[config.mk]
export PLATFORM = sky130hd
export DESIGN_NAME = snd_mailbox
export DESIGN_NICKNAME = d
export VERILOG_FILES = /design/src/rtl/snd_mbox_pkg.sv /design/src/rtl/snd_port_decode.sv /design/src/rtl/snd_byte_reg.sv /design/src/rtl/snd_nmi_fsm.sv /design/src/rtl/snd_mailbox.sv
export SDC_FILE = /design/constraint.sdc
export NUM_CORES = 1
export LEC_CHECK = 0
export BUFFER_PORTS_ARGS = -buffer_cell sky130_fd_sc_hd__clkbuf_2
export CORE_UTILIZATION = 35
export CTS_CLUSTER_DIAMETER = 40
export DETAILED_ROUTE_END_ITERATION = 6
export MAX_ROUTING_LAYER = met4
export PLACE_DENSITY = 0.75
export SETUP_SLACK_MARGIN = 0.15
export SYNTH_ARGS = -nofsm -noshare
export SYNTH_HDL_FRONTEND = slang
export SYNTH_SLANG_ARGS = --single-unit
[constraint.sdc]
create_clock -name clk -period 1.21 [get_ports clk]
set_input_delay 0.242 -clock clk [delete_from_list [all_inputs] [get_ports clk]]
set_output_delay 0.242 -clock clk [all_outputs]
set_load 0.01 [all_outputs]
[src/rtl/snd_mbox_pkg.sv]
package snd_mbox_pkg;
    // bit 1: interrupt muted, bit 0: command pending
    typedef enum logic [1:0] {
        ST_ARMED_IDLE = 2'b00,
        ST_ARMED_PEND = 2'b01,
        ST_MUTED_IDLE = 2'b10,
        ST_MUTED_PEND = 2'b11
    } mbox_state_t;
endpackage

[src/rtl/snd_port_decode.sv]
module snd_port_decode #(
    parameter int ADDR_W = 16,
    parameter int PORT_W = 8,
    parameter logic [PORT_W-1:0] CMD_PORT = 8'h00,
    parameter logic [PORT_W-1:0] RES_PORT = 8'h0C,
    parameter logic [PORT_W-1:0] EN_PORT  = 8'h08,
    parameter logic [PORT_W-1:0] DIS_PORT = 8'h18
) (
    input  logic              io_rd,
    input  logic              io_wr,
    input  logic [ADDR_W-1:0] io_addr,
    output logic              cmd_rd,
    output logic              res_wr,
    output logic              en_wr,
    output logic              dis_wr
);
    logic [PORT_W-1:0] port;
    logic              unused_hi;

    assign port      = io_addr[PORT_W-1:0];
    assign unused_hi = ^io_addr[ADDR_W-1:PORT_W];

    assign cmd_rd = io_rd && (port == CMD_PORT);
    assign res_wr = io_wr && (port == RES_PORT);
    assign en_wr  = io_wr && (port == EN_PORT);
    assign dis_wr = io_wr && (port == DIS_PORT);
endmodule

[src/rtl/snd_byte_reg.sv]
module snd_byte_reg #(
    parameter int W = 8
) (
    input  logic         clk,
    input  logic         rst_n,
    input  logic         load,
    input  logic [W-1:0] d,
    output logic [W-1:0] q
);
    always_ff @(posedge clk) begin
        if (!rst_n)
            q <= '0;
        else if (load)
            q <= d;
    end
endmodule

[src/rtl/snd_nmi_fsm.sv]
module snd_nmi_fsm
    import snd_mbox_pkg::*;
(
    input  logic clk,
    input  logic rst_n,
    input  logic post,
    input  logic take,
    input  logic arm,
    input  logic mute,
    output logic nmi,
    output logic armed
);
    mbox_state_t state, state_nx;
    logic        pend_nx;

    // a post in the same cycle as a take wins: the new command stays pending
    always_comb begin
        state_nx = state;
        unique case (state)
            ST_ARMED_IDLE: begin
                pend_nx  = post;
                state_nx = mute ? (pend_nx ? ST_MUTED_PEND : ST_MUTED_IDLE)
                                : (pend_nx ? ST_ARMED_PEND : ST_ARMED_IDLE);
            end
            ST_ARMED_PEND: begin
                pend_nx  = post || !take;
                state_nx = mute ? (pend_nx ? ST_MUTED_PEND : ST_MUTED_IDLE)
                                : (pend_nx ? ST_ARMED_PEND : ST_ARMED_IDLE);
            end
            ST_MUTED_IDLE: begin
                pend_nx  = post;
                state_nx = arm ? (pend_nx ? ST_ARMED_PEND : ST_ARMED_IDLE)
                               : (pend_nx ? ST_MUTED_PEND : ST_MUTED_IDLE);
            end
            ST_MUTED_PEND: begin
                pend_nx  = post || !take;
                state_nx = arm ? (pend_nx ? ST_ARMED_PEND : ST_ARMED_IDLE)
                               : (pend_nx ? ST_MUTED_PEND : ST_MUTED_IDLE);
            end
            default: begin
                pend_nx  = 1'b0;
                state_nx = ST_ARMED_IDLE;
            end
        endcase
    end

    always_ff @(posedge clk) begin
        if (!rst_n)
            state <= ST_ARMED_IDLE;
        else
            state <= state_nx;
    end

    always_comb begin
        unique case (state)
            ST_ARMED_IDLE: begin nmi = 1'b0; armed = 1'b1; end
            ST_ARMED_PEND: begin nmi = 1'b1; armed = 1'b1; end
            ST_MUTED_IDLE: begin nmi = 1'b0; armed = 1'b0; end
            ST_MUTED_PEND: begin nmi = 1'b0; armed = 1'b0; end
            default:       begin nmi = 1'b0; armed = 1'b1; end
        endcase
    end
endmodule

[src/rtl/snd_mailbox.sv]
module snd_mailbox #(
    parameter int MAIN_W = 16,
    parameter int BYTE_W = 8,
    parameter int ADDR_W = 16,
    parameter int PORT_W = 8
) (
    input  logic                     clk,
    input  logic                     rst_n,
    input  logic                     main_wr,
    input  logic [MAIN_W/BYTE_W-1:0] main_be,
    input  logic [MAIN_W-1:0]        main_wdata,
    output logic [MAIN_W-1:0]        main_result_word,
    input  logic                     snd_io_rd,
    input  logic                     snd_io_wr,
    input  logic [ADDR_W-1:0]        snd_io_addr,
    input  logic [BYTE_W-1:0]        snd_io_wdata,
    output logic [BYTE_W-1:0]        snd_io_rdata,
    output logic                     snd_nmi
);
    localparam int LANES = MAIN_W / BYTE_W;
    localparam logic [LANES-1:0] LOW_ONLY = LANES'(1);

    logic              main_accept;
    logic              cmd_rd, res_wr, en_wr, dis_wr;
    logic              armed;
    logic [BYTE_W-1:0] cmd_q, res_q;
    logic              unused_low;

    assign main_accept = main_wr && (main_be != LOW_ONLY);
    assign unused_low  = ^main_wdata[MAIN_W-BYTE_W-1:0];

    snd_port_decode #(.ADDR_W(ADDR_W), .PORT_W(PORT_W)) u_dec (
        .io_rd   (snd_io_rd),
        .io_wr   (snd_io_wr),
        .io_addr (snd_io_addr),
        .cmd_rd  (cmd_rd),
        .res_wr  (res_wr),
        .en_wr   (en_wr),
        .dis_wr  (dis_wr)
    );

    snd_byte_reg #(.W(BYTE_W)) u_cmd (
        .clk   (clk),
        .rst_n (rst_n),
        .load  (main_accept),
        .d     (main_wdata[MAIN_W-1 -: BYTE_W]),
        .q     (cmd_q)
    );

    snd_byte_reg #(.W(BYTE_W)) u_res (
        .clk   (clk),
        .rst_n (rst_n),
        .load  (res_wr),
        .d     (snd_io_wdata),
        .q     (res_q)
    );

    snd_nmi_fsm u_fsm (
        .clk   (clk),
        .rst_n (rst_n),
        .post  (main_accept),
        .take  (cmd_rd),
        .arm   (en_wr),
        .mute  (dis_wr),
        .nmi   (snd_nmi),
        .armed (armed)
    );

    assign snd_io_rdata     = cmd_rd ? cmd_q : '0;
    assign main_result_word = {res_q, {(MAIN_W-BYTE_W){1'b0}}};
endmodule

==> results of run 1 <==
==> cell usage in the layout, fill, tap and decap left out, types with 2 or more instances in the layout <==
cell / synthesis / layout
a21oi_1: 9 / 9
and2_4: 0 / 8
buf_4: 8 / 7
buf_6: 0 / 11
clkbuf_2: 0 / 35
clkbuf_4: 0 / 3
conb_1: 1 / 8
dfxtp_1: 18 / 17
mux2i_1: 8 / 8
nand2_1: 16 / 16
nand3b_1: 8 / 8
nor4_4: 1 / 2
o21ai_0: 8 / 8
==> worst max-delay path: cells and delay by family <==
family / cells / cell delay, ns
and+or+nand+nor: 3 / 0.72
buffers and inverters: 2 / 0.19
==> registers in the layout, summed over array words and instances, names as in the netlist <==
| register | cells |
|---|---|
| u_fsm.state | 2 |
| u_res.q | 8 |
| u_cmd.q | 8 |
==> power groups by stage <==
stage / clock network (mW) / logic (mW) / registers [mW]
final: 0.368 / 0.176 / 0.618
after floorplan: 0 / 0.0964 / 0.628
after detailed placement: 0 / 0.157 / 0.630
after global routing: 0.399 / 0.198 / 0.621
after CTS: 0.385 / 0.164 / 0.617
after global placement: 0 / 0.151 / 0.630
==> routing by layer <==
metal / up-vias / global-route usage [%]
met3: 4 / 2.59
met4: 0 / 5.70
met2: 41 / 27.0
met5: - / -
met1: 402 / 16.5
li1: 444 / -
==> how the worst min path moves through the flow <==
stage / start / end / slack, ns
floorplan: snd_io_wdata[0] / u_res.q[0] / 0.38
global placement: u_res.q[6] / u_res.q[6] / 0.44
detailed placement: u_res.q[5] / u_res.q[5] / 0.46
CTS: snd_io_wdata[5] / u_res.q[5] / 0.15
global route: snd_io_wdata[3] / u_res.q[3] / 0.16
finish: snd_io_wdata[5] / u_res.q[5] / 0.16
==> kinds of logic after synthesis <==
group / share of synthesized area [%]
and+or+nand+nor: 29.8
DFF: 39.5
muxes: 8.78
buffers and inverters: 9.60
other: 0.411
AOI/OAI and AO/OA: 11.9
==> stage by stage <==
step / util, % / setup slack, ns / hold WS (ns) / setup TNS (ns)
3_5_place_dp: 47.8 / -0.287 / 0.458 / -2.86
3_3_place_gp: 47.8 / -0.254 / 0.444 / -2.35
2_1_floorplan: - / -0.0336 / 0.381 / -0.269
6_report: 54.1 / -0.184 / 0.162 / -1.44
4_1_cts: 50.2 / -0.226 / 0.153 / -1.77
5_1_grt: 54.1 / -0.230 / 0.164 / -1.78
==> final cells by class <==
type	instances	area (µm²)	area share (%)
inverters	3	11.3	0.840
well taps	30	37.5	2.80
clock buffers	4	36.3	2.71
flip-flops and latches	18	362	27.0
repair buffers	55	372	27.7
multi-input cells	78	522	38.9
==> what timing repair did <==
action | 4_1_cts | 5_1_grt
resized for setup | 3 | 38
setup buffers | 1 | 1
pin swaps | 2 | 11
endpoints found under the setup margin | 9 | 17
cloned | 0 | 0
==> results.md, run 1 <==
- Status: finished, violations left
- Violated checks: negative setup slack
- Met2 routed WL: 1090 µm
- Root Driver: clkbuf_4
- Nets@finish: 206
- Final Hold Viols: 0
- Cell Area, Placed: 0.00118 mm²
- Global-route wire length before repair: 2990 µm
- Synth top area cells: dfxtp_1, mux2i_1, and2_2
- Total power: 1.16 mW
- Clk_skew: 0 ns
- GRT overflow: 0
- Largest net degree at the start of global routing: 18
- Top-Level Pins: 72
- CTS tree: built
- Setup-failing EPs final: 8
- DR WL/cell: 10.7 µm
- Antenna diodes: 0
- Core area: 0.00248 mm²
- Sw Ratio: 24.2%
- Clock power frac: 31.7%
- Fmax: 717 MHz
- Placed cells: 182
- Comb pwr share: 15.2%
- Metal3 WL: 125 µm
- Share of post-route cells with drive strength above 1: 48.1%
- CP max stage delay: 0.29 ns
- Met1 WL: 762 µm
- Number of synthesized register bits: 18
- Worst Setup SP: snd_io_addr[5]
- Top sig layer: met4
- Reg power frac: 53.2%
- Critical path, cell by cell: buf_8 > nor4_4 > and3_4 > and2_4 > buf_6
- Fraction of registers with async set or reset after synthesis: 0%
- Internal Pwr Total: 882 µW
- HP Class: input pin to flip-flop
- Final ANT Viol Nets: 0
- Clock-pin slew on the worst setup and hold paths: 0.10 ns
- Crit path max fanout: 8
- Most area-hungry cell type in the Yosys netlist: dfxtp_1
- Max_cap viols: 0
- HPWL Detailed: 1550 µm
- H-tree levels: 1
- R2r startpoint: u_fsm.state[0]
- RSZ-0062 raised after global routing: yes
- Vias in the first global route: 748
- Fill cells: 220
- Die W: 53.1 µm
- Crit path to: snd_io_rdata[6]
- Die Span Y: 53.1 µm
- Syn_area_per_cell: 8.77 µm²
- Area growth syn-to-layout: 46.9%
- Critical path endpoint category: output pin
- Synth top area share: 39.5%
- Clock buffer depth: 2
- Primary FF master, synth: dfxtp_1
- Final min period: 1.39 ns
- RR Endpoint: u_fsm.state[0]
- Post-route cell area: 0.00134 mm²
- CP startpoint kind: input pin
- Max Slew Vio Count: 0
- Gr usage total: 15.1%
- Clock sink total: 18
- Die area: 0.00281 mm²
- Via/cell ratio: 4.74
- R2R setup slack: 0.40 ns
- Post-synth cell types: 24
- Crit share post-route: 115%
- Drt first-iter violations: 6
- Most frequent cell after synthesis: dfxtp_1
- Post-synth EDFFs: 0
- GP Congestion: 0.722
- Hold path cells: 3
- Power per Cell Area: 868 mW/mm²
- Drt total wl: 2010 µm
- TritonCTS buffer count: 3
- First-pass DRT Iterations: 4
- CTS Hold Bufs: 0
- PortBufs: 47
- R2R depth: 4
- Via count: 891
- P_sw: 281 µW
- VDD IR max: 0.506 mV
- Clock Latency Late Sink: 0.29 ns
- DRC viols: 0
- Register area share after synthesis: 39.5%
- Post-synthesis cell count: 104
- Most frequent cells after synthesis: dfxtp_1, nand2_1, a21oi_1
- Starting Density: 36.8%
- Leak: 0.664 nW
- Row count: 18
- Setup CP Type: input pin to output pin
- CP max-delay cell: nor4_4
- Final cell count without fillers: 188
- Worst EP required: 0.97 ns
- Initial antenna violation count: 0
- Netlist Area Pre-Place: 912 µm²
- Setup ws final: -0.184 ns
- Arrival time at the worst endpoint: 1.15 ns
- Synth warn: 0
Note: power is estimated with default switching activity, not from simulation.
==> inputs of run 2 (changes only) <==
--- a/config.mk
+++ b/config.mk
@@ -11,7 +11,6 @@
 export DETAILED_ROUTE_END_ITERATION = 6
 export MAX_ROUTING_LAYER = met4
 export PLACE_DENSITY = 0.75
-export SETUP_SLACK_MARGIN = 0.15
 export SYNTH_ARGS = -nofsm -noshare
 export SYNTH_HDL_FRONTEND = slang
 export SYNTH_SLANG_ARGS = --single-unit
==> results.md, run 2 (synthesis results as in run 1) <==
- Status: finished, violations left
- Violated checks: negative setup slack
- GP Congestion: 0.722 (unchanged)
- Top-Level Pins: 72 (unchanged)
- Setup CP Type: input pin to output pin
- Fill cells: 225 (+2.3%)
- HP Class: input pin to flip-flop
- Clk_skew: 0 ns (unchanged)
- Area growth syn-to-layout: 45.3%
- Crit share post-route: 115% (about the same)
- Antenna diodes: 0 (unchanged)
- TritonCTS buffer count: 3 (unchanged)
- Critical path, cell by cell: buf_8 > nor4_4 > and3_4 > and2_4 > buf_6
- Via/cell ratio: 4.74 (about the same)
- Max_cap viols: 0 (unchanged)
- Cell Area, Placed: 0.00118 mm² (unchanged)
- Commonest cells after routing, fill and taps aside: clkbuf_2, dfxtp_1, nand2_1
- Share of post-route cells with drive strength above 1: 45.9% (-2.2 points)
- Clock Latency Late Sink: 0.29 ns (about the same)
- Most common cell after layout, fill and taps aside: clkbuf_2
- Max Slew Vio Count: 0 (unchanged)
- DR WL/cell: 10.7 µm (-0.12%)
- Global-route wire length before repair: 2990 µm (unchanged)
- Fmax: 718 MHz (about the same)
- VDD IR max: 0.507 mV (about the same)
- Clock buffer depth: 2 (unchanged)
- Die area: 0.00281 mm² (unchanged)
- Drt total wl: 2000 µm (-0.65%)
- Setup-failing EPs final: 8 (unchanged)
- Final cell count without fillers: 187 (-0.53%)
- Row count: 18 (unchanged)
- Crit path max fanout: 8 (unchanged)
- Setup TNS: -1.44 ns (+0.00404 ns)
- RSZ-0062 raised after global routing: yes
- Final min period: 1.39 ns (-0.000546 ns)
- Final ANT Viol Nets: 0 (unchanged)
- Nets@finish: 205 (-0.49%)
- CTS Hold Bufs: 0 (unchanged)
- H-tree levels: 1 (unchanged)
- Setup ws final: -0.184 ns (+0.000546 ns)
- Die Span Y: 53.1 µm (unchanged)
- GRT overflow: 0 (unchanged)
- Core area: 0.00248 mm² (unchanged)
- Initial antenna violation count: 0 (unchanged)
- Largest net degree at the start of global routing: 18 (unchanged)
- Via count: 887 (-0.45%)
- First-pass DRT Iterations: 4 (unchanged)
- Clock sink total: 18 (unchanged)
- Total power: 1.16 mW (-0.58%)
- Worst EP required: 0.97 ns (about the same)
- DRC viols: 0 (unchanged)
- Leak: 0.660 nW (-0.63%)
- PortBufs: 47 (unchanged)
- Gr usage total: 15.1% (unchanged)
- Clock-pin slew on the worst setup and hold paths: 0.10 ns (about the same)
- Post-route cell area: 0.00133 mm² (-1.1%)
- Final Hold Viols: 0 (unchanged)
- Multi-input gate area: 519 µm² (-0.48%)
- CTS tree: built
- Arrival time at the worst endpoint: 1.15 ns (about the same)
- Power per Cell Area: 873 mW/mm² (+0.55%)
- CP max stage delay: 0.29 ns (about the same)
- Root Driver: clkbuf_4
- Worst slack, placed: -0.287 ns (unchanged)
- Core Util, Final: 53.5% (-0.61 points)
- Biggest regs: u_cmd.q: 8 flops, u_res.q: 8 flops, u_fsm.state: 2 flops
- Critical path endpoint category: output pin
- HPWL Detailed: 1550 µm (unchanged)
- CP max-delay cell: nor4_4
- Die W: 53.1 µm (unchanged)
- Reg area: 360 µm² (-0.35%)
- CP startpoint kind: input pin
- WHS: 0.162 ns (-0.00000700 ns)
- Placed cells: 182 (unchanged)
- Starting Density: 36.8% (unchanged)
- Drt first-iter violations: 7 (+1)
- Vias in the first global route: 748 (unchanged)
[run 2: final cells by class]
class,count,area share (%)
Multi-Input combinational cell,78,39.2
Tap cell,30,2.83
Timing Repair Buffer,54,27.2
Inverter,3,0.850
Clock buffer,4,2.74
Sequential cell,18,27.2
[run 2: final timing paths]
check | from | endpoint | slack, ns | cells past startpoint
max | snd_io_addr[5] | snd_io_rdata[6] | -0.18 | 5
min | snd_io_wdata[5] | u_res.q[5] | 0.16 | 3
max reg2reg | u_fsm.state[1] | u_fsm.state[1] | 0.48 | 2
min reg2reg | u_res.q[2] | u_res.q[2] | 0.47 | 2
[run 2: timing repair]
action                                  CTS  global route
resized for setup                         3            33
pin swaps                                 2             9
buffers inserted                          1             0
endpoints found under the setup margin    8             8
[run 2: report_power, final]
group,leakage [nW],switching (mW),internal (mW)
sequential,0.147,0.00743,0.610
clock,0.0210,0.185,0.183
combinational,0.492,0.0870,0.0838
[run 2: worst max-delay path, delay by kind of cell]
family / cells / cell delay, ns
simple gates: 3 / 0.72
buf+inv: 2 / 0.19
[run 2: layer usage]
metal  global-route usage (%)  wire length [µm]
met1                     16.5               751
met4                     5.70                31
met5                        -                 0
met2                     27.0              1080
met3                     2.59               132
==> inputs of run 3 (changes only) <==
--- a/config.mk
+++ b/config.mk
@@ -7,10 +7,10 @@
 export LEC_CHECK = 0
 export BUFFER_PORTS_ARGS = -buffer_cell sky130_fd_sc_hd__clkbuf_2
 export CORE_UTILIZATION = 35
-export CTS_CLUSTER_DIAMETER = 40
 export DETAILED_ROUTE_END_ITERATION = 6
 export MAX_ROUTING_LAYER = met4
 export PLACE_DENSITY = 0.75
+export RECOVER_POWER = 50
 export SYNTH_ARGS = -nofsm -noshare
 export SYNTH_HDL_FRONTEND = slang
 export SYNTH_SLANG_ARGS = --single-unit
==> results.md, run 3 (synthesis results as in run 1) <==
- Status: finished, violations left
- Violated checks: negative setup slack
- Die Span Y: 53.1 µm (unchanged)
- Root Driver: clkbuf_4
- Critical path endpoint category: output pin
- Min-delay src: snd_io_wdata[5]
- TritonCTS buffer count: 3 (unchanged)
- Fmax: 718 MHz (about the same)
- Multi-input gate area: 519 µm² (unchanged)
- Top-Level Pins: 72 (unchanged)
- First-pass DRT Iterations: 4 (unchanged)
- Clock buffer depth: 2 (unchanged)
- GRT overflow: 0 (unchanged)
- Final min period: 1.39 ns (-0.000149 ns)
- CTS Hold Bufs: 0 (unchanged)
- Biggest regs: u_cmd.q: 8 flops, u_res.q: 8 flops, u_fsm.state: 2 flops
- Final ANT Viol Nets: 0 (unchanged)
- Die area: 0.00281 mm² (unchanged)
- Setup ws final: -0.184 ns (+0.000149 ns)
- Core area: 0.00248 mm² (unchanged)
- Row count: 18 (unchanged)
- CTS tree: built
- Total power: 1.16 mW (about the same)
- Die W: 53.1 µm (unchanged)
- Final Hold Viols: 0 (unchanged)
- Max Slew Vio Count: 0 (unchanged)
- Fill cells: 228 (+1.3%)
- Commonest cells after routing, fill and taps aside: clkbuf_2, dfxtp_1, nand2_1
- Clock Latency Late Sink: 0.29 ns (about the same)
- Hold path cells: 3 (unchanged)
- Nets@finish: 205 (unchanged)
- R2R setup slack: 0.48 ns (about the same)
- RR Endpoint: u_fsm.state[1]
- Initial antenna violation count: 0 (unchanged)
- Via/cell ratio: 4.75 (+0.11%)
- Global-route wire length before repair: 2990 µm (unchanged)
- Gr usage total: 15.1% (unchanged)
- PortBufs: 47 (unchanged)
- Leak: 0.647 nW (-2.0%)
- Setup CP Type: input pin to output pin
- Crit path max fanout: 8 (unchanged)
- CP startpoint kind: input pin
- VDD IR max: 0.507 mV (about the same)
- Most common cell after layout, fill and taps aside: clkbuf_2
- Clock sink total: 18 (unchanged)
- RSZ-0062 raised after global routing: yes
- Largest net degree at the start of global routing: 18 (unchanged)
- Clk_skew: 0 ns (unchanged)
- Drt first-iter violations: 7 (unchanged)
- GP Congestion: 0.722 (unchanged)
- R2R depth: 2 (unchanged)
- Clock-pin slew on the worst setup and hold paths: 0.10 ns (about the same)
- Drt total wl: 1990 µm (-0.30%)
- Reg area: 360 µm² (unchanged)
- R2r startpoint: u_fsm.state[1]
- Antenna diodes: 0 (unchanged)
- Cell Area, Placed: 0.00118 mm² (unchanged)
- Share of post-route cells with drive strength above 1: 43.3% (-2.5 points)
- Setup-failing EPs final: 8 (unchanged)
- Crit share post-route: 115% (about the same)
- Arrival time at the worst endpoint: 1.15 ns (about the same)
- Power per Cell Area: 875 mW/mm² (+0.34%)
- Worst EP required: 0.97 ns (about the same)
- DR WL/cell: 10.7 µm (-0.30%)
- HPWL Detailed: 1550 µm (unchanged)
- Via count: 888 (+0.11%)
- Hold path endpoint: u_res.q[5]
- H-tree levels: 1 (unchanged)
- Max_cap viols: 0 (unchanged)
- DRC viols: 0 (unchanged)
- Starting Density: 36.8% (unchanged)
- Area growth syn-to-layout: 44.7%
- Vias in the first global route: 748 (unchanged)
- HP Class: input pin to flip-flop
- Post-route cell area: 0.00132 mm² (-0.38%)
run 3: cell counts in the layout (fill, tap and decap cells not counted):
No cell type changed its count.
run 3: worst max-delay path by stage:
stage / slack [ns] / start / depth (start not counted) / endpoint
5_1_grt: -0.23 / snd_io_addr[5] / 5 / snd_io_rdata[0]
2_1_floorplan: -0.03 / snd_io_addr[5] / 3 / snd_io_rdata[0]
3_3_place_gp: -0.25 / snd_io_addr[2] / 5 / snd_io_rdata[1]
3_5_place_dp: -0.29 / snd_io_addr[2] / 5 / snd_io_rdata[3]
6_report: -0.18 / snd_io_addr[5] / 5 / snd_io_rdata[6]
4_1_cts: -0.23 / snd_io_addr[6] / 5 / snd_io_rdata[4]
run 3: worst max-delay path, stage by stage:
cell	delay (ns)
buf_8	0.10
nor4_4	0.29
and3_4	0.28
and2_4	0.15
buf_6	0.09
run 3: layout make-up:
type	count	area share, %
well taps	30	2.84
inverters	3	0.853
flip-flops and latches	18	27.3
repair buffers	54	26.9
clock buffers	4	2.75
multi-input cells	78	39.3
run 3: repair_timing:
action / 4_1_cts / 5_1_grt
buffers inserted: 1 / 0
endpoints found under the setup margin: 8 / 8
pin swaps: 2 / 9
resized for setup: 3 / 33
run 3: metal layers:
layer  GRT usage (%)  routed length, µm  up-vias
met1            16.5                742      400
met4            5.70                 31        0
met5               -                  0        -
met3            2.59                130        4
li1                -                  -      443
met2            27.0               1090       41
run 3: per-stage QoR:
stage / hold slack, ns / instances / utilization [%] / setup slack [ns] / setup TNS (ns)
2_1_floorplan: 0.381 / 111 / - / -0.0336 / -0.269
3_3_place_gp: 0.444 / 182 / 47.8 / -0.254 / -2.35
3_5_place_dp: 0.458 / 182 / 47.8 / -0.287 / -2.86
4_1_cts: 0.153 / 187 / 50.2 / -0.226 / -1.77
5_1_grt: 0.164 / 187 / 53.3 / -0.230 / -1.78
6_report: 0.162 / 187 / 53.3 / -0.184 / -1.43
run 3: power breakdown:
group          total (mW)  internal [mW]  switching (mW)
Combinational       0.170         0.0833          0.0867
Clock               0.368          0.183           0.185
Sequential          0.617          0.610         0.00743
Total                1.16          0.877           0.279
